### config.mk
export PLATFORM = sky130hd
export DESIGN_NAME = char_lcd_ctrl
export DESIGN_NICKNAME = d
export VERILOG_FILES = /design/src/rtl/lcd_ctrl_pkg.sv /design/src/rtl/lcd_init_table.sv /design/src/rtl/lcd_step_timer.sv /design/src/rtl/lcd_pin_driver.sv /design/src/rtl/char_lcd_ctrl.sv
export SDC_FILE = /design/constraint.sdc
export NUM_CORES = 1
export LEC_CHECK = 0
export BUFFER_PORTS_ARGS = -buffer_cell sky130_fd_sc_hd__buf_2
export CAP_MARGIN = 25
export CORE_MARGIN = 2
export CORE_UTILIZATION = 35
export DETAILED_ROUTE_END_ITERATION = 10
export GPL_ROUTABILITY_DRIVEN = 0
export PLACE_DENSITY_LB_ADDON = 0.12
export SETUP_SLACK_MARGIN = 0.15
export SYNTH_ARGS = -nofsm -noshare
export SYNTH_HDL_FRONTEND = slang
export SYNTH_SLANG_ARGS = --single-unit
### constraint.sdc
create_clock -name clk -period 3.3 [get_ports clk]
set_input_delay 0.495 -clock clk [delete_from_list [all_inputs] [get_ports clk]]
set_output_delay 0.495 -clock clk [all_outputs]
set_load 0.005 [all_outputs]
### src/rtl/lcd_ctrl_pkg.sv
package lcd_ctrl_pkg;

    localparam int INIT_STEPS = 4;
    localparam int IDX_W      = $clog2(INIT_STEPS);

    typedef enum logic [1:0] {
        ST_PWR   = 2'd0,
        ST_INIT  = 2'd1,
        ST_READY = 2'd2,
        ST_SEND  = 2'd3
    } lcd_state_e;

    // Field order matters: rs takes bit 9 and rw takes bit 8 of the user word.
    typedef struct packed {
        logic       rs;
        logic       rw;
        logic [7:0] data;
    } lcd_word_t;

    // Start-up command bytes. The position in the sequence is part of the behaviour.
    function automatic logic [7:0] init_code(input logic [IDX_W-1:0] idx);
        logic [7:0] c;
        case (idx)
            IDX_W'(0): c = 8'h38;
            IDX_W'(1): c = 8'h0C;
            IDX_W'(2): c = 8'h01;
            default:   c = 8'h06;
        endcase
        return c;
    endfunction

endpackage

### src/rtl/lcd_init_table.sv
module lcd_init_table
    import lcd_ctrl_pkg::*;
(
    input  logic [IDX_W-1:0] idx,
    output lcd_word_t        word,
    output logic             long_wait,
    output logic             last
);

    always_comb begin
        word.rs   = 1'b0;
        word.rw   = 1'b0;
        word.data = init_code(idx);
        // Only the clear command needs the long completion wait.
        long_wait = (word.data == 8'h01);
        last      = (idx == IDX_W'(INIT_STEPS - 1));
    end

endmodule

### src/rtl/lcd_step_timer.sv
module lcd_step_timer #(
    parameter int CW = 8
) (
    input  logic          clk,
    input  logic          rst_n,
    input  logic          restart,
    input  logic [CW-1:0] limit,
    output logic [CW-1:0] count_d,
    output logic          at_end
);

    logic [CW-1:0] count_q;

    always_comb begin
        at_end  = (count_q == limit - CW'(1));
        count_d = restart ? '0 : count_q + CW'(1);
    end

    always_ff @(posedge clk or negedge rst_n) begin
        if (!rst_n) count_q <= '0;
        else        count_q <= count_d;
    end

    // the phase counter never runs past the window of the current step
    a_r4_count_below_limit: assert property (@(posedge clk) disable iff (!rst_n)
        count_q < limit);

endmodule

### src/rtl/lcd_pin_driver.sv
module lcd_pin_driver
    import lcd_ctrl_pkg::*;
#(
    parameter int CW     = 8,
    parameter int SU_CYC = 1,
    parameter int PW_CYC = 1
) (
    input  logic          clk,
    input  logic          rst_n,
    input  logic          active_d,
    input  lcd_word_t     word_d,
    input  logic [CW-1:0] count_d,
    output logic          lcd_rs,
    output logic          lcd_rw,
    output logic          lcd_e,
    output logic [7:0]    lcd_data
);

    localparam logic [CW-1:0] RISE_AT = CW'(SU_CYC);
    localparam logic [CW-1:0] FALL_AT = CW'(SU_CYC + PW_CYC);

    typedef struct packed {
        logic       rs;
        logic       rw;
        logic       e;
        logic [7:0] data;
    } pins_t;

    pins_t pins_d, pins_q;

    always_comb begin
        pins_d = '0;
        if (active_d) begin
            pins_d.rs   = word_d.rs;
            pins_d.rw   = word_d.rw;
            pins_d.data = word_d.data;
            pins_d.e    = (count_d >= RISE_AT) && (count_d < FALL_AT);
        end
    end

    always_ff @(posedge clk or negedge rst_n) begin
        if (!rst_n) pins_q <= '0;
        else        pins_q <= pins_d;
    end

    assign lcd_rs   = pins_q.rs;
    assign lcd_rw   = pins_q.rw;
    assign lcd_e    = pins_q.e;
    assign lcd_data = pins_q.data;

    // lines already settled when the strobe rises
    a_r7_setup_at_rise: assert property (@(posedge clk) disable iff (!rst_n)
        $rose(lcd_e) |-> $stable({lcd_rs, lcd_rw, lcd_data}));
    // lines still held when the strobe falls
    a_r7_hold_at_fall: assert property (@(posedge clk) disable iff (!rst_n)
        $fell(lcd_e) |-> $stable({lcd_rs, lcd_rw, lcd_data}));

endmodule

### src/rtl/char_lcd_ctrl.sv
module char_lcd_ctrl
    import lcd_ctrl_pkg::*;
#(
    parameter int CLK_HZ        = 50_000_000,
    parameter int PWRUP_US      = 50_000,
    parameter int CMD_WAIT_US   = 50,
    parameter int CLEAR_WAIT_US = 2_000,
    parameter int SEND_US       = 50
) (
    input  logic       clk,
    input  logic       rst_n,
    input  logic       start,
    input  logic [9:0] cmd_word,
    output logic       busy,
    output logic       lcd_rs,
    output logic       lcd_rw,
    output logic       lcd_e,
    output logic [7:0] lcd_data
);

    localparam int US_CYC  = (CLK_HZ >= 1_000_000) ? CLK_HZ / 1_000_000 : 1;
    localparam int PWR_CYC = PWRUP_US * US_CYC;
    localparam int CMD_CYC = CMD_WAIT_US * US_CYC;
    localparam int CLR_CYC = CLEAR_WAIT_US * US_CYC;
    localparam int SND_CYC = SEND_US * US_CYC;
    localparam int MAX_AB  = (PWR_CYC > CLR_CYC) ? PWR_CYC : CLR_CYC;
    localparam int MAX_CD  = (CMD_CYC > SND_CYC) ? CMD_CYC : SND_CYC;
    localparam int MAX_CYC = (MAX_AB > MAX_CD) ? MAX_AB : MAX_CD;
    localparam int CW      = $clog2(MAX_CYC + 1);

    localparam logic [CW-1:0] PWR_L = CW'(PWR_CYC);
    localparam logic [CW-1:0] CMD_L = CW'(CMD_CYC);
    localparam logic [CW-1:0] CLR_L = CW'(CLR_CYC);
    localparam logic [CW-1:0] SND_L = CW'(SND_CYC);
    localparam logic [CW-1:0] ONE_L = CW'(1);

    typedef struct packed {
        lcd_state_e       st;
        logic [IDX_W-1:0] idx;
        lcd_word_t        word;
    } fsm_t;

    fsm_t            r_q, r_d;
    lcd_word_t       tab_word;
    logic            tab_long, tab_last;
    logic            restart, at_end, active_d;
    logic [CW-1:0]   limit, count_d;
    lcd_word_t       bus_d;

    lcd_init_table u_table (
        .idx       (r_q.idx),
        .word      (tab_word),
        .long_wait (tab_long),
        .last      (tab_last)
    );

    lcd_step_timer #(.CW(CW)) u_timer (
        .clk     (clk),
        .rst_n   (rst_n),
        .restart (restart),
        .limit   (limit),
        .count_d (count_d),
        .at_end  (at_end)
    );

    always_comb begin
        r_d     = r_q;
        restart = 1'b0;
        limit   = ONE_L;
        case (r_q.st)
            ST_PWR: begin
                limit = PWR_L;
                if (at_end) begin
                    r_d.st  = ST_INIT;
                    r_d.idx = '0;
                    restart = 1'b1;
                end
            end
            ST_INIT: begin
                limit = tab_long ? CLR_L : CMD_L;
                if (at_end) begin
                    restart = 1'b1;
                    if (tab_last) r_d.st  = ST_READY;
                    else          r_d.idx = r_q.idx + IDX_W'(1);
                end
            end
            ST_READY: begin
                limit   = ONE_L;
                restart = 1'b1;
                if (start) begin
                    r_d.st   = ST_SEND;
                    r_d.word = lcd_word_t'(cmd_word);
                end
            end
            default: begin
                limit = SND_L;
                if (at_end) begin
                    restart = 1'b1;
                    r_d.st  = ST_READY;
                end
            end
        endcase

        active_d = (r_d.st == ST_INIT) || (r_d.st == ST_SEND);
        if (r_d.st == ST_INIT) begin
            bus_d.rs   = 1'b0;
            bus_d.rw   = 1'b0;
            bus_d.data = init_code(r_d.idx);
        end else begin
            bus_d = r_d.word;
        end
    end

    always_ff @(posedge clk or negedge rst_n) begin
        if (!rst_n) r_q <= '{st: ST_PWR, idx: '0, word: '0};
        else        r_q <= r_d;
    end

    assign busy = (r_q.st != ST_READY);

    lcd_pin_driver #(
        .CW     (CW),
        .SU_CYC (US_CYC),
        .PW_CYC (US_CYC)
    ) u_pins (
        .clk      (clk),
        .rst_n    (rst_n),
        .active_d (active_d),
        .word_d   (bus_d),
        .count_d  (count_d),
        .lcd_rs   (lcd_rs),
        .lcd_rw   (lcd_rw),
        .lcd_e    (lcd_e),
        .lcd_data (lcd_data)
    );

    // no strobe while idle
    a_r10_strobe_only_when_busy: assert property (@(posedge clk) disable iff (!rst_n)
        lcd_e |-> busy);
    // lines quiet during the power-up wait
    a_r2_quiet_in_powerup: assert property (@(posedge clk) disable iff (!rst_n)
        (r_q.st == ST_PWR) |-> (!lcd_e && lcd_data == 8'h00 && !lcd_rs && !lcd_rw));
    // captured word held on the lines for the whole transfer
    a_r6_send_word_held: assert property (@(posedge clk) disable iff (!rst_n)
        (r_q.st == ST_SEND && $past(r_q.st) == ST_SEND) |-> $stable({lcd_rs, lcd_rw, lcd_data}));
    // a transfer can only be entered from the ready state
    a_r8_send_only_from_ready: assert property (@(posedge clk) disable iff (!rst_n)
        (r_q.st == ST_SEND) |-> ($past(r_q.st) == ST_SEND || $past(r_q.st) == ST_READY));

endmodule

# Word level (Yosys, flattened, before mapping)
# Cells that the tools add are included.
[word_totals]
inputBits = 13
elab_cells = 51
register_bits = 47
output_inout_bits = 12
[op_classes]
muxes = 19
reduce_logical = 5
n_addsub = 3
eq_ne = 12
magnitude_cmp = 2
[ops]
columns = ["op", "count"]
rows = [
  ["22-bit one-hot mux with 3 select lines", 1],
  ["6-bit one-hot mux with 3 select lines", 2],
  ["10-bit 2-to-1 mux", 3],
  ["22-bit by 1-bit adder with 22-bit output, second input constant", 1],
  ["22-bit == test", 1],
  ["22-bit by 6-bit >= comparator with 1-bit output, second input constant", 1],
  ["22-bit by 7-bit < comparator with 1-bit output, second input constant", 1],
  ["22-bit 2-to-1 mux", 1],
  ["22-bit by 1-bit subtractor with 22-bit output, second input constant", 1],
  ["17-bit 2-to-1 mux", 1],
  ["11-bit 2-to-1 mux", 1],
  ["2-bit == test, second input constant", 5],
  ["2-bit by 1-bit == test with 1-bit output, second input constant", 4],
  ["2-bit 2-to-1 mux", 4],
  ["4-bit 2-to-1 mux", 2],
  ["6-bit by 1-bit == test with 1-bit output, second input constant", 1],
  ["2-bit zero test", 3],
  ["2-bit one-hot mux with 3 select lines", 1],
  ["2-bit one-hot mux with 2 select lines", 1],
  ["2-bit by 1-bit adder with 2-bit output, second input constant", 1],
  ["1-bit 2-to-1 mux", 2],
  ["2-bit != test, second input constant", 1],
  ["1-bit logical AND", 1],
  ["1-bit logical OR", 1],
]

# Longest topological paths before layout
# Gate-level depths: netlist (run 1).
[depth]
word_depth = 13
depth_mapped = 12

# Cells and area by module
# A second synthesis (run 1) with hierarchy kept.
[unflattened]
cells_unflattened = 332
area_unflattened_um2 = 3106.7
[by_module_without_submodules]
columns = ["module", "area_per_inst_um2", "cells_each", "instances", "seq_area_each_um2"]
rows = [
  ["lcd_step_timer", 1786.7, 207, 1, 550.5],
  ["char_lcd_ctrl", 829.5, 79, 1, 350.3],
  ["lcd_pin_driver", 410.4, 33, 1, 275.3],
  ["lcd_init_table", 80.1, 13, 1, 0.0],
]

# Worst setup path before layout (run 1)
# Ideal clock, no wire load.
[synth_timing]
path_type = "reg2reg"
start = "register r_q[13] in the netlist's numbering"
end = "register u_pins.pins_q, in the netlist u_pins.lcd_data[2]"
path_stages_with_launch = 13
arrival_ns = 2.778
synth_period_minus_slack_ns = 2.897
slack_ns = 0.403
path_buffers = 3
path_cell_list = "dfrtp_1 buf_2 buf_2 o21ai_0 ha_1 xnor2_1 a211o_1 a211o_1 a2111oi_4 buf_6 mux2i_1 o22ai_1 and2_1"
[synth_lines]
columns = ["element", "line_no", "text"]
rows = [
  ["start, declared", "char_lcd_ctrl.sv:43", "fsm_t r_q, r_d;"],
  ["start signal, assigned", "char_lcd_ctrl.sv:115", "if (!rst_n) r_q <= '{st: ST_PWR, idx: '0, word: '0};"],
  ["start signal, assigned", "char_lcd_ctrl.sv:116", "else r_q <= r_d;"],
  ["end signal, assigned", "lcd_pin_driver.sv:43", "else pins_q <= pins_d;"],
  ["end, declared", "lcd_pin_driver.sv:29", "pins_t pins_d, pins_q;"],
]

==> summary.log, run 1 <==
INFO  clock_tree     cts_setup_buffers=0
INFO  worst_setup_path crit-reg2reg-capture=u_pins.lcd_data[2]$_DFF_PN0_
INFO  route          detailroute.via_count=2176
INFO  yosys          synth-edff-count=0
INFO  power_and_ir_drop power.switching_fraction=19.10%
INFO  clock_tree     tritoncts.num_buffers=5
INFO  yosys          yosys-top-cells-count=sky130_fd_sc_hd__dfrtp_1 (47), sky130_fd_sc_hd__nor2_1 (37), sky130_fd_sc_hd__nand2_1 (19), sky130_fd_sc_hd__xnor2_1 (17)
INFO  grt            grt_max_degree=25
INFO  grt            globalRouteTotalUtil=15.50%
INFO  sta            worstMarginPinSlew=0.6975ns
INFO  yosys          ys_seq_elements=47
INFO  power_and_ir_drop ir_worst_vdd=0.0001685V
INFO  sta            worst_clock_skew=0.005407ns
INFO  floorplanning  io_pins=25
INFO  worst_setup_path crit_required=3.49ns
INFO  power_and_ir_drop powerDensity=347.2nW/µm²
INFO  sta            hold_viol_final=0
INFO  grt            grt_overflow_total=0
INFO  floorplanning  die_width=93.21µm
INFO  power_and_ir_drop pwr-share-comb=2.0%
INFO  yosys          synthDominantCellAreaShare=42.23%
INFO  sta            setup_viol=0
INFO  clock_tree     cts_max_level=2
INFO  sta            rsz_0062_raised_after_global_routing=no
INFO  floorplanning  floorplan.initialDensity=36.04%
INFO  route          routed_wire_length_per_instance=14.95µm
INFO  grt            vias_in_the_first_global_route=2182
INFO  route          drtIter0Drc=48
INFO  yosys          synth_top_flop_cell=sky130_fd_sc_hd__dfrtp_1
INFO  worst_setup_path worstSetupStartpoint=r_q[10]$_DFF_PN0_
INFO  flow_run       max_cap_violations=0
INFO  worst_setup_path critical_path_peak_fanout=6
INFO  power_and_ir_drop cellInternalPower=0.0008856W
INFO  power_and_ir_drop power.sequential.fraction=52.5%
INFO  worst_setup_path critical_path.startpoint_type=register
INFO  place          port_buffers=24
INFO  finish         layout-drive-gt1-share=18.99%
INFO  place          dp.final_hpwl=4592µm
INFO  grt            grt_antenna_before_repair=0
INFO  power_and_ir_drop power.share.clock=45.4%
INFO  sta            timing.final.crit_share=87.41%
INFO  worst_setup_path worst_setup_ep=u_pins.lcd_data[2]$_DFF_PN0_
INFO  worst_setup_path critPathKind=register to register
INFO  yosys          post_synth_inst_count=295
INFO  clock_tree     root_buffer=sky130_fd_sc_hd__clkbuf_8
INFO  worst_setup_path worst-r2r-cell-count=11
INFO  yosys          synthTopCellsByArea=sky130_fd_sc_hd__dfrtp_1 (42%), sky130_fd_sc_hd__xnor2_1 (5.3%), sky130_fd_sc_hd__nor2_1 (5.0%), sky130_fd_sc_hd__xor2_1 (3.8%), sky130_fd_sc_hd__mux2_2 (3.6%)
INFO  finish         antenna_cells=0
INFO  power_and_ir_drop power_dissipated_by_switching_net_loads=0.0002092W
INFO  worst_setup_path r2r-start=r_q[10]$_DFF_PN0_
INFO  finish         count_of_nets_after_finishing=330
INFO  route          drt_drc_violations_left=0
INFO  yosys          cell_variety_after_synth=60
INFO  yosys          synth-async-reset-ratio=100.0%
INFO  clock_tree     clk_lat_worst_skew=0.29ns
INFO  sta            relSlewSlack=53.14%
INFO  clock_tree     cts_tree=yes
INFO  route          antenna_left=0
INFO  sta            finalSetupTns=0ns
INFO  clock_tree     cts-root-to-sink-buffers=2
INFO  worst_setup_path crit_arrival=3.08ns
INFO  hold_path      class_of_the_most_critical_hold_timing_path=input port to asynchronous set/reset pin
INFO  yosys          synth-warning-count=0
INFO  sta            timing.final.max_slew_violations=0
INFO  status         outcome=completed
INFO  yosys          average_size_of_a_mapped_cell=9.441µm²
INFO  route          route.final.wire_length=6250µm
INFO  clock_tree     clk_slew_on_worst_s_h_paths=0.09ns
INFO  yosys          yosys.cell_count.top_type=sky130_fd_sc_hd__dfrtp_1
INFO  floorplanning  core_region_area=7727µm²
INFO  yosys          post_synth_instance_area=2785µm²
INFO  floorplanning  die_y=93.21µm
INFO  route          drt_pass1_iterations=4
INFO  grt            grt_pass1_wl=10830µm
INFO  clock_tree     clock-sinks=47
INFO  power_and_ir_drop p_leak=1.456nW
INFO  finish         flow.area_growth_from_synthesis=13.21%
INFO  floorplanning  floorplan.rows=32
INFO  worst_setup_path crit_path_end_kind=register
INFO  route          via_per_inst=5.206
INFO  finish         n_fill_cell=772
INFO  finish         postLayoutCoreUtil=40.80%
INFO  yosys          seq_area_frac_synth=42.23%
INFO  sta            min_period=2.884ns
INFO  worst_setup_path r2r_slack=0.42ns
INFO  sta            maxClockFrequency=0.3467GHz
INFO  floorplanning  dieArea=8687µm²
INFO  yosys          yosysTopAreaCell=sky130_fd_sc_hd__dfrtp_1
INFO  yosys          synth_nets=310
-- routing by layer --
layer | vias up | GRT usage, % | share of wire (%)
li1 | 1077 | - | -
met1 | 1047 | 20.82 | 49
met2 | 44 | 25.60 | 47
met3 | 8 | 3.143 | 3.0
met4 | 0 | 3.922 | 1.6
met5 | - | 0 | 0
-- cells by family after synthesis --
group | Yosys count | share of synthesized area (%)
compound gates | 57 | 15.50
xor+xnor | 29 | 9.119
fa+ha+maj | 2 | 0.8983
buf+inv | 30 | 5.166
flops | 47 | 42.23
mux | 14 | 5.436
simple gates | 116 | 21.65
-- layout make-up --
| class | instances | area, µm² | area share, % |
|---|---|---|---|
| Timing Repair Buffer | 34 | 207.7 | 6.587 |
| Clock inverter | 2 | 60.06 | 1.905 |
| Clock buffer | 6 | 72.57 | 2.302 |
| Multi-Input combinational cell | 218 | 1474 | 46.75 |
| Inverter | 9 | 33.78 | 1.071 |
| Sequential cell | 47 | 1177 | 37.34 |
| Tap cell | 102 | 127.6 | 4.048 |
-- metrics by stage --
step                power (W)  setup slack, ns  area, µm²  std cells  hold slack, ns
floorplan           0.0005872           0.4028       2785        295          0.1994
global placement    0.0006067           0.2842       2990        409          0.4765
detailed placement  0.0006103           0.2165       3010        410          0.4806
CTS                  0.001115           0.1967       3143        418          0.1989
global route         0.001150           0.1804       3153        418          0.2132
finish               0.001095           0.4156       3153        418          0.1863
-- worst max-delay path, stage by stage (launching register included) --
cell and delay (ns):
sky130_fd_sc_hd__dfrtp_1 0.38, sky130_fd_sc_hd__nand2b_1 0.24, sky130_fd_sc_hd__o21ai_0 0.20, sky130_fd_sc_hd__ha_1 0.26, sky130_fd_sc_hd__xnor2_1 0.13, sky130_fd_sc_hd__a211o_1 0.27
sky130_fd_sc_hd__a211o_1 0.32, sky130_fd_sc_hd__a2111oi_4 0.32, sky130_fd_sc_hd__buf_4 0.22, sky130_fd_sc_hd__mux2i_1 0.18, sky130_fd_sc_hd__o22ai_1 0.09, sky130_fd_sc_hd__and2_1 0.17
-- registers in the layout, summed over array words and instances, names as in the netlist --
signal,flops
u_pins.lcd_e,1
u_timer.count_q,22
r_q,14
u_pins.lcd_data,8
u_pins.lcd_rw,1
u_pins.lcd_rs,1
-- worst min path at each step --
| stage | start | end | slack [ns] | cells after the start |
|---|---|---|---|---|
| 2_1_floorplan | rst_n | r_q[0]$_DFF_PN0_ | 0.20 | 0 |
| 3_3_place_gp | r_q[9]$_DFF_PN0_ | r_q[9]$_DFF_PN0_ | 0.48 | 1 |
| 3_5_place_dp | r_q[9]$_DFF_PN0_ | r_q[9]$_DFF_PN0_ | 0.48 | 1 |
| 4_1_cts | rst_n | u_pins.lcd_data[7]$_DFF_PN0_ | 0.20 | 1 |
| 5_1_grt | rst_n | u_timer.count_q[5]$_DFF_PN0_ | 0.21 | 1 |
| 6_report | rst_n | u_pins.lcd_data[7]$_DFF_PN0_ | 0.19 | 1 |
-- placed cells by master, fill, tap and decap left out, types with 5 or more instances in the layout --
| cell type | netlist | final |
|---|---|---|
| sky130_fd_sc_hd__nor2_1 | 37 | 37 |
| sky130_fd_sc_hd__nand4_1 | 6 | 6 |
| sky130_fd_sc_hd__clkbuf_8 | 0 | 5 |
| sky130_fd_sc_hd__xnor2_1 | 17 | 17 |
| sky130_fd_sc_hd__and3_1 | 12 | 12 |
| sky130_fd_sc_hd__a21oi_1 | 12 | 12 |
| sky130_fd_sc_hd__nand2b_1 | 5 | 5 |
| sky130_fd_sc_hd__dfrtp_1 | 47 | 46 |
| sky130_fd_sc_hd__a31oi_1 | 5 | 5 |
| sky130_fd_sc_hd__inv_1 | 8 | 8 |
| sky130_fd_sc_hd__buf_4 | 1 | 9 |
| sky130_fd_sc_hd__mux2_2 | 9 | 9 |
| sky130_fd_sc_hd__nand2_1 | 19 | 19 |
| sky130_fd_sc_hd__nand3_1 | 10 | 10 |
| sky130_fd_sc_hd__buf_2 | 10 | 24 |
| sky130_fd_sc_hd__xor2_1 | 12 | 12 |
-- what timing repair did --
action | CTS | global route
hold buffers | 0 | 0
gates resized for setup | 0 | 3
endpoints found under the setup margin | 0 | 2
-- power groups by stage --
stage / combinational, W / sequential, W / clock (W)
after floorplan: 0.000000182 / 0.000587 / 0
after global placement: 0.0000199 / 0.000587 / 0
after detailed placement: 0.0000234 / 0.000587 / 0
after CTS: 0.0000235 / 0.000575 / 0.000516
after global routing: 0.0000258 / 0.000576 / 0.000549
final: 0.0000221 / 0.000575 / 0.000497
(Power assumes the default switching activity.)
==> run 2, diff against run 1 <==
--- a/config.mk
+++ b/config.mk
@@ -8,7 +8,7 @@
 export BUFFER_PORTS_ARGS = -buffer_cell sky130_fd_sc_hd__buf_2
 export CAP_MARGIN = 25
 export CORE_MARGIN = 2
-export CORE_UTILIZATION = 35
+export CORE_UTILIZATION = 30
 export DETAILED_ROUTE_END_ITERATION = 10
 export GPL_ROUTABILITY_DRIVEN = 0
 export PLACE_DENSITY_LB_ADDON = 0.12
==> summary.log, run 2 (synthesis results as in run 1) <==
INFO  sta            layout_setup_ws=0.3250ns
INFO  hold_path      class_of_the_most_critical_hold_timing_path=input port to asynchronous set/reset pin
INFO  route          drtIter0Drc=106
INFO  worst_setup_path worstPathBufferInverterCount=2
INFO  clock_tree     clock-sinks=47
INFO  sta            setup_viol=0
INFO  place          dp.final_hpwl=4769µm
INFO  route          via_per_inst=5.037
INFO  worst_setup_path r2r-start=r_q[12]$_DFF_PN0_
INFO  finish         max_flop_register=u_timer.count_q
INFO  finish         count_of_nets_after_finishing=331
INFO  sta            worst_clock_skew=0.007039ns
INFO  worst_setup_path worst_path_largest_cell_delay=0.53ns
INFO  clock_tree     clk_lat_worst_skew=0.30ns
INFO  clock_tree     root_buffer=sky130_fd_sc_hd__clkbuf_8
INFO  sta            finalSetupTns=0ns
INFO  sta            worstMarginPinSlew=0.5606ns
INFO  grt            grt_pass1_wl=10840µm
INFO  route          routed_wire_length_per_instance=15.13µm
INFO  power_and_ir_drop powerDensity=305.1nW/µm²
INFO  floorplanning  die_y=100.4µm
INFO  floorplanning  die_width=100.4µm
INFO  power_and_ir_drop power.switching_fraction=23.37%
INFO  finish         n_fill_cell=947
INFO  floorplanning  floorplan.initialDensity=30.58%
INFO  finish         multiInputGateArea=1471µm²
INFO  clock_tree     cts.hold.buffers_added=0
INFO  grt            grt_antenna_before_repair=0
INFO  sta            min_period=2.975ns
INFO  sta            hold_viol_final=0
INFO  grt            grt_max_degree=25
INFO  worst_setup_path path_common_cell=sky130_fd_sc_hd__a211o_1
INFO  grt            globalRouteTotalUtil=13.65%
INFO  finish         final-seq-area=1177µm²
INFO  clock_tree     cts-root-to-sink-buffers=2
INFO  grt            busiest_layer=met2
INFO  sta            timing.final.max_slew_violations=0
INFO  finish         mostFrequentLayoutCell=sky130_fd_sc_hd__dfrtp_1
INFO  grt            global_route.usage.met2=23.39%
INFO  finish         antenna_cells=0
INFO  worst_setup_path crit_family=compound AO/OA/AOI/OAI gates
INFO  sta            rsz_0062_raised_after_global_routing=yes
INFO  worst_setup_path crit_arrival=3.18ns
INFO  finish         layout-drive-gt1-share=19.56%
INFO  route          drt_drc_violations_left=0
INFO  place          setup_slack_after_placement=0.2035ns
INFO  grt            globalRouteMet3Util=2.437%
INFO  clock_tree     tritoncts.num_buffers=5
INFO  power_and_ir_drop post-layout-total-power=0.0009535W
INFO  worst_setup_path critPathKind=register to register
INFO  worst_setup_path cpMaxStageDelayCell=sky130_fd_sc_hd__dfrtp_1
INFO  route          detailroute.via_count=2156
INFO  route          drt_pass1_iterations=4
INFO  status         outcome=completed
INFO  worst_setup_path critical_path_peak_fanout=11
INFO  worst_setup_path crit_required=3.50ns
INFO  power_and_ir_drop ir_worst_vdd=0.0001330V
INFO  worst_setup_path crit_path_end_kind=register
INFO  power_and_ir_drop power.sequential.fraction=60.3%
INFO  sta            maxClockFrequency=0.3361GHz
INFO  grt            grt_overflow_total=0
INFO  finish         flow.area_growth_from_synthesis=12.22%
INFO  power_and_ir_drop pwr-share-comb=2.3%
INFO  power_and_ir_drop power_dissipated_by_switching_net_loads=0.0002228W
INFO  floorplanning  core_region_area=9109µm²
INFO  clock_tree     cts_max_level=2
INFO  sta            timing.final.crit_share=90.15%
INFO  flow_run       max_cap_violations=0
INFO  worst_setup_path critical_path.startpoint_type=register
INFO  finish         most-common-layout-cells=sky130_fd_sc_hd__dfrtp_1 (46), sky130_fd_sc_hd__nor2_1 (37), sky130_fd_sc_hd__buf_2 (24)
INFO  grt            vias_in_the_first_global_route=2088
INFO  power_and_ir_drop cellInternalPower=0.0007307W
INFO  worst_setup_path worstSetupStartpoint=r_q[12]$_DFF_PN0_
INFO  finish         largest_register_ffs=22
INFO  power_and_ir_drop p_leak=1.433nW
INFO  route          antenna_left=0
INFO  power_and_ir_drop power.share.clock=37.4%
INFO  sta            relSlewSlack=62.63%
INFO  floorplanning  floorplan.rows=35
INFO  route          route.final.wire_length=6476µm
INFO  floorplanning  dieArea=10070µm²
INFO  clock_tree     clk_slew_on_worst_s_h_paths=0.10ns
INFO  worst_setup_path crit_path_cell_trace=nor2b_4 > inv_1 > ha_1 > xnor2_1 > a211o_1 > a211o_1 > a2111oi_4 > buf_4 > mux2i_1 > o22ai_1 > and2_1
INFO  grt            globalRouteMet1Util=17.78%
INFO  clock_tree     cts_tree=yes
INFO  place          port_buffers=24
INFO  floorplanning  io_pins=25
[run 2: area by class of cell]
type                       count  area share, %
multi-input combinational    218          47.08
tap                          111          4.444
timing repair buffer          35          6.885
clock buffer                   5          2.202
inverter                       9          1.081
sequential                    47          37.67
clock inverter                 3         0.6405
[run 2: power groups by stage]
stage / logic (W) / registers, W / clock network [W]
CTS: 0.0000235 / 0.000575 / 0.000376
floorplan: 0.000000182 / 0.000587 / 0
finish: 0.0000216 / 0.000575 / 0.000357
detailed placement: 0.0000234 / 0.000587 / 0
global placement: 0.0000203 / 0.000587 / 0
global route: 0.0000254 / 0.000576 / 0.000399
[run 2: final timing paths]
check / slack [ns] / end / depth (start not counted)
setup reg to reg: 0.33 / u_pins.lcd_data[2]$_DFF_PN0_ / 11
setup / recovery: 0.33 / u_pins.lcd_data[2]$_DFF_PN0_ / 11
max in group asynchronous: 2.60 / u_timer.count_q[19]$_DFF_PN0_ / 2
hold reg to reg: 0.49 / r_q[2]$_DFF_PN0_ / 2
hold / removal: 0.17 / r_q[6]$_DFF_PN0_ / 1
min in group clk: 0.43 / r_q[2]$_DFF_PN0_ / 3
[run 2: routing by layer]
| layer | vias to the layer above | wire, µm |
|---|---|---|
| met5 | - | 0 |
| met4 | 0 | 71 |
| met3 | 7 | 179 |
| met2 | 36 | 3118 |
| met1 | 1032 | 3106 |
| li1 | 1081 | - |
[run 2: repair_timing]
item,in CTS,in global routing
setup buffers,0,0
endpoints found under the setup margin,0,16
gates resized for setup,0,3
[run 2: worst reg2reg max path, cell delays in order (launching register included)]
cell and delay (ns):
sky130_fd_sc_hd__dfrtp_1 0.53, sky130_fd_sc_hd__nor2b_4 0.21, sky130_fd_sc_hd__inv_1 0.06, sky130_fd_sc_hd__ha_1 0.30
sky130_fd_sc_hd__xnor2_1 0.13, sky130_fd_sc_hd__a211o_1 0.28, sky130_fd_sc_hd__a211o_1 0.31, sky130_fd_sc_hd__a2111oi_4 0.30
sky130_fd_sc_hd__buf_4 0.25, sky130_fd_sc_hd__mux2i_1 0.22, sky130_fd_sc_hd__o22ai_1 0.10, sky130_fd_sc_hd__and2_1 0.18
[run 2: through the flow]
step	hold slack [ns]	cells	utilization (%)	cell area, µm²
finish	0.1663	428	34.31	3126
global placement	0.4651	419	33.04	3009
detailed placement	0.4703	420	33.26	3029
floorplan	0.1994	295	-	2785
global route	0.2050	428	34.31	3126
CTS	0.1874	428	34.23	3118
==> run 3, diff against run 2 <==
--- a/config.mk
+++ b/config.mk
@@ -12,6 +12,7 @@
 export DETAILED_ROUTE_END_ITERATION = 10
 export GPL_ROUTABILITY_DRIVEN = 0
 export PLACE_DENSITY_LB_ADDON = 0.12
+export RECOVER_POWER = 50
 export SETUP_SLACK_MARGIN = 0.15
 export SYNTH_ARGS = -nofsm -noshare
 export SYNTH_HDL_FRONTEND = slang
==> summary.log, run 3 (synthesis results as in run 1) <==
INFO  power_and_ir_drop pwr-share-comb=2.0%
INFO  floorplanning  die_width=100.4µm
INFO  worst_setup_path critical_path_peak_fanout=11
INFO  sta            hold_viol_final=0
INFO  sta            relSlewSlack=11.86%
INFO  worst_setup_path crit_path_end_kind=register
INFO  floorplanning  dieArea=10070µm²
INFO  finish         antenna_cells=0
INFO  worst_setup_path crit_arrival=3.18ns
INFO  route          top_signal_layer_used=met4
INFO  power_and_ir_drop post-layout-total-power=0.0009512W
INFO  floorplanning  core_region_area=9109µm²
INFO  grt            globalRouteTotalUtil=13.65%
INFO  grt            grt_antenna_before_repair=0
INFO  power_and_ir_drop power_dissipated_by_switching_net_loads=0.0002228W
INFO  sta            setup_viol=0
INFO  finish         mostFrequentLayoutCell=sky130_fd_sc_hd__dfrtp_1
INFO  route          routed_wire_length_per_instance=15.15µm
INFO  grt            grt_overflow_total=0
INFO  route          wl_met3=179µm
INFO  floorplanning  die_y=100.4µm
INFO  worst_setup_path critPathKind=register to register
INFO  route          drt_pass1_iterations=4
INFO  worst_setup_path worstPathBufferInverterCount=2
INFO  route          detailroute.via_count=2156
INFO  clock_tree     cts.hold.buffers_added=0
INFO  sta            min_period=2.975ns
INFO  finish         count_of_nets_after_finishing=331
INFO  sta            timing.final.max_slew_violations=0
INFO  worst_setup_path crit_required=3.50ns
INFO  power_and_ir_drop power.share.clock=37.5%
INFO  grt            grt_pass1_wl=10840µm
INFO  sta            worstMarginPinSlew=1.322ns
INFO  power_and_ir_drop p_leak=1.417nW
INFO  route          route.final.wire_length=6483µm
INFO  worst_setup_path path_common_cell=sky130_fd_sc_hd__a211o_1
INFO  grt            vias_in_the_first_global_route=2088
INFO  flow_run       max_cap_violations=0
INFO  clock_tree     clk_slew_on_worst_s_h_paths=0.10ns
INFO  floorplanning  floorplan.initialDensity=30.58%
INFO  clock_tree     cts_tree=yes
INFO  worst_setup_path critical_path.startpoint_type=register
INFO  clock_tree     clock-sinks=47
INFO  finish         most-common-layout-cells=sky130_fd_sc_hd__dfrtp_1 (46), sky130_fd_sc_hd__nor2_1 (37), sky130_fd_sc_hd__buf_2 (22)
INFO  worst_setup_path crit_family=compound AO/OA/AOI/OAI gates
INFO  floorplanning  floorplan.rows=35
INFO  route          routed-wl-met2=3118µm
INFO  place          port_buffers=24
INFO  floorplanning  io_pins=25
INFO  status         outcome=completed
INFO  power_and_ir_drop power.switching_fraction=23.42%
INFO  sta            timing.final.crit_share=90.15%
INFO  finish         layout-drive-gt1-share=18.61%
INFO  clock_tree     cts_setup_buffers=0
INFO  finish         flow.area_growth_from_synthesis=11.55%
INFO  clock_tree     cts-root-to-sink-buffers=2
INFO  route          antenna_left=0
INFO  sta            worst_clock_skew=0.006667ns
INFO  worst_setup_path worst_path_largest_cell_delay=0.53ns
INFO  finish         max_flop_register=u_timer.count_q
INFO  clock_tree     root_buffer=sky130_fd_sc_hd__clkbuf_8
INFO  sta            rsz_0062_raised_after_global_routing=yes
INFO  power_and_ir_drop powerDensity=306.2nW/µm²
INFO  clock_tree     tritoncts.num_buffers=5
INFO  route          drt_drc_violations_left=0
INFO  clock_tree     post_cts_resize_count=0
INFO  finish         largest_register_ffs=22
INFO  route          wirelength_met1=3114µm
INFO  route          via_per_inst=5.037
INFO  clock_tree     cts_max_level=2
INFO  power_and_ir_drop cellInternalPower=0.0007284W
INFO  sta            maxClockFrequency=0.3361GHz
INFO  hold_path      class_of_the_most_critical_hold_timing_path=input port to asynchronous set/reset pin
INFO  clock_tree     clk_lat_worst_skew=0.30ns
INFO  worst_setup_path crit_path_cell_trace=nor2b_4 > inv_1 > ha_1 > xnor2_1 > a211o_1 > a211o_1 > a2111oi_4 > buf_4 > mux2i_1 > o22ai_1 > and2_1
INFO  grt            grt_max_degree=25
INFO  power_and_ir_drop ir_worst_vdd=0.0001332V
INFO  route          drtIter0Drc=106
INFO  power_and_ir_drop power.sequential.fraction=60.5%
INFO  place          dp.final_hpwl=4769µm
INFO  worst_setup_path cpMaxStageDelayCell=sky130_fd_sc_hd__dfrtp_1
INFO  sta            finalSetupTns=0ns
-- run 3: cell count changes in the layout (fill, tap and decap cells not counted), sizes merged --
cell and change:
buf -3, clkbuf +3
-- run 3: final cells by class --
cell class	instances	area, µm²
clock buffers	5	68.82
fillers	950	6002
inverters	9	33.78
well taps	111	138.9
flip-flops and latches	47	1177
multi-input cells	218	1471
repair buffers	35	196.4
clock inverters	3	20.02
-- run 3: power by group through the flow --
stage	combinational [W]	clock, W	sequential, W
floorplan	0.000000182	0	0.000587
global placement	0.0000203	0	0.000587
detailed placement	0.0000234	0	0.000587
CTS	0.0000235	0.000376	0.000575
global route	0.0000227	0.000399	0.000576
finish	0.0000189	0.000357	0.000575
-- run 3: stage by stage --
stage               hold slack [ns]  instances  setup WS (ns)  utilization (%)  instance area (µm²)
finish                       0.4256        428         0.3251            34.11                 3107
detailed placement           0.4703        420         0.2035            33.26                 3029
CTS                          0.1874        428         0.1742            34.23                 3118
floorplan                    0.1994        295         0.4028                -                 2785
global placement             0.4651        419         0.2800            33.04                 3009
global route                 0.4198        428         0.1450            34.11                 3107
-- run 3: path summary, 6_finish.rpt --
path | startpoint | endpoint | slack [ns] | cells after the start
min | rst_n | r_q[6]$_DFF_PN0_ | 0.43 | 1
max | r_q[12]$_DFF_PN0_ | u_pins.lcd_data[2]$_DFF_PN0_ | 0.33 | 11
max reg2reg | r_q[12]$_DFF_PN0_ | u_pins.lcd_data[2]$_DFF_PN0_ | 0.33 | 11
min reg2reg | r_q[2]$_DFF_PN0_ | r_q[2]$_DFF_PN0_ | 0.49 | 2
max in group asynchronous | rst_n | r_q[13]$_DFF_PN0_ | 0.98 | 2
min in group clk | cmd_word[2] | r_q[2]$_DFF_PN0_ | 0.43 | 3
-- run 3: routing by layer --
layer,track usage (%),vias up
met5,0,-
met4,3.477,0
met3,2.437,7
met2,23.39,36
met1,17.78,1032
li1,-,1081
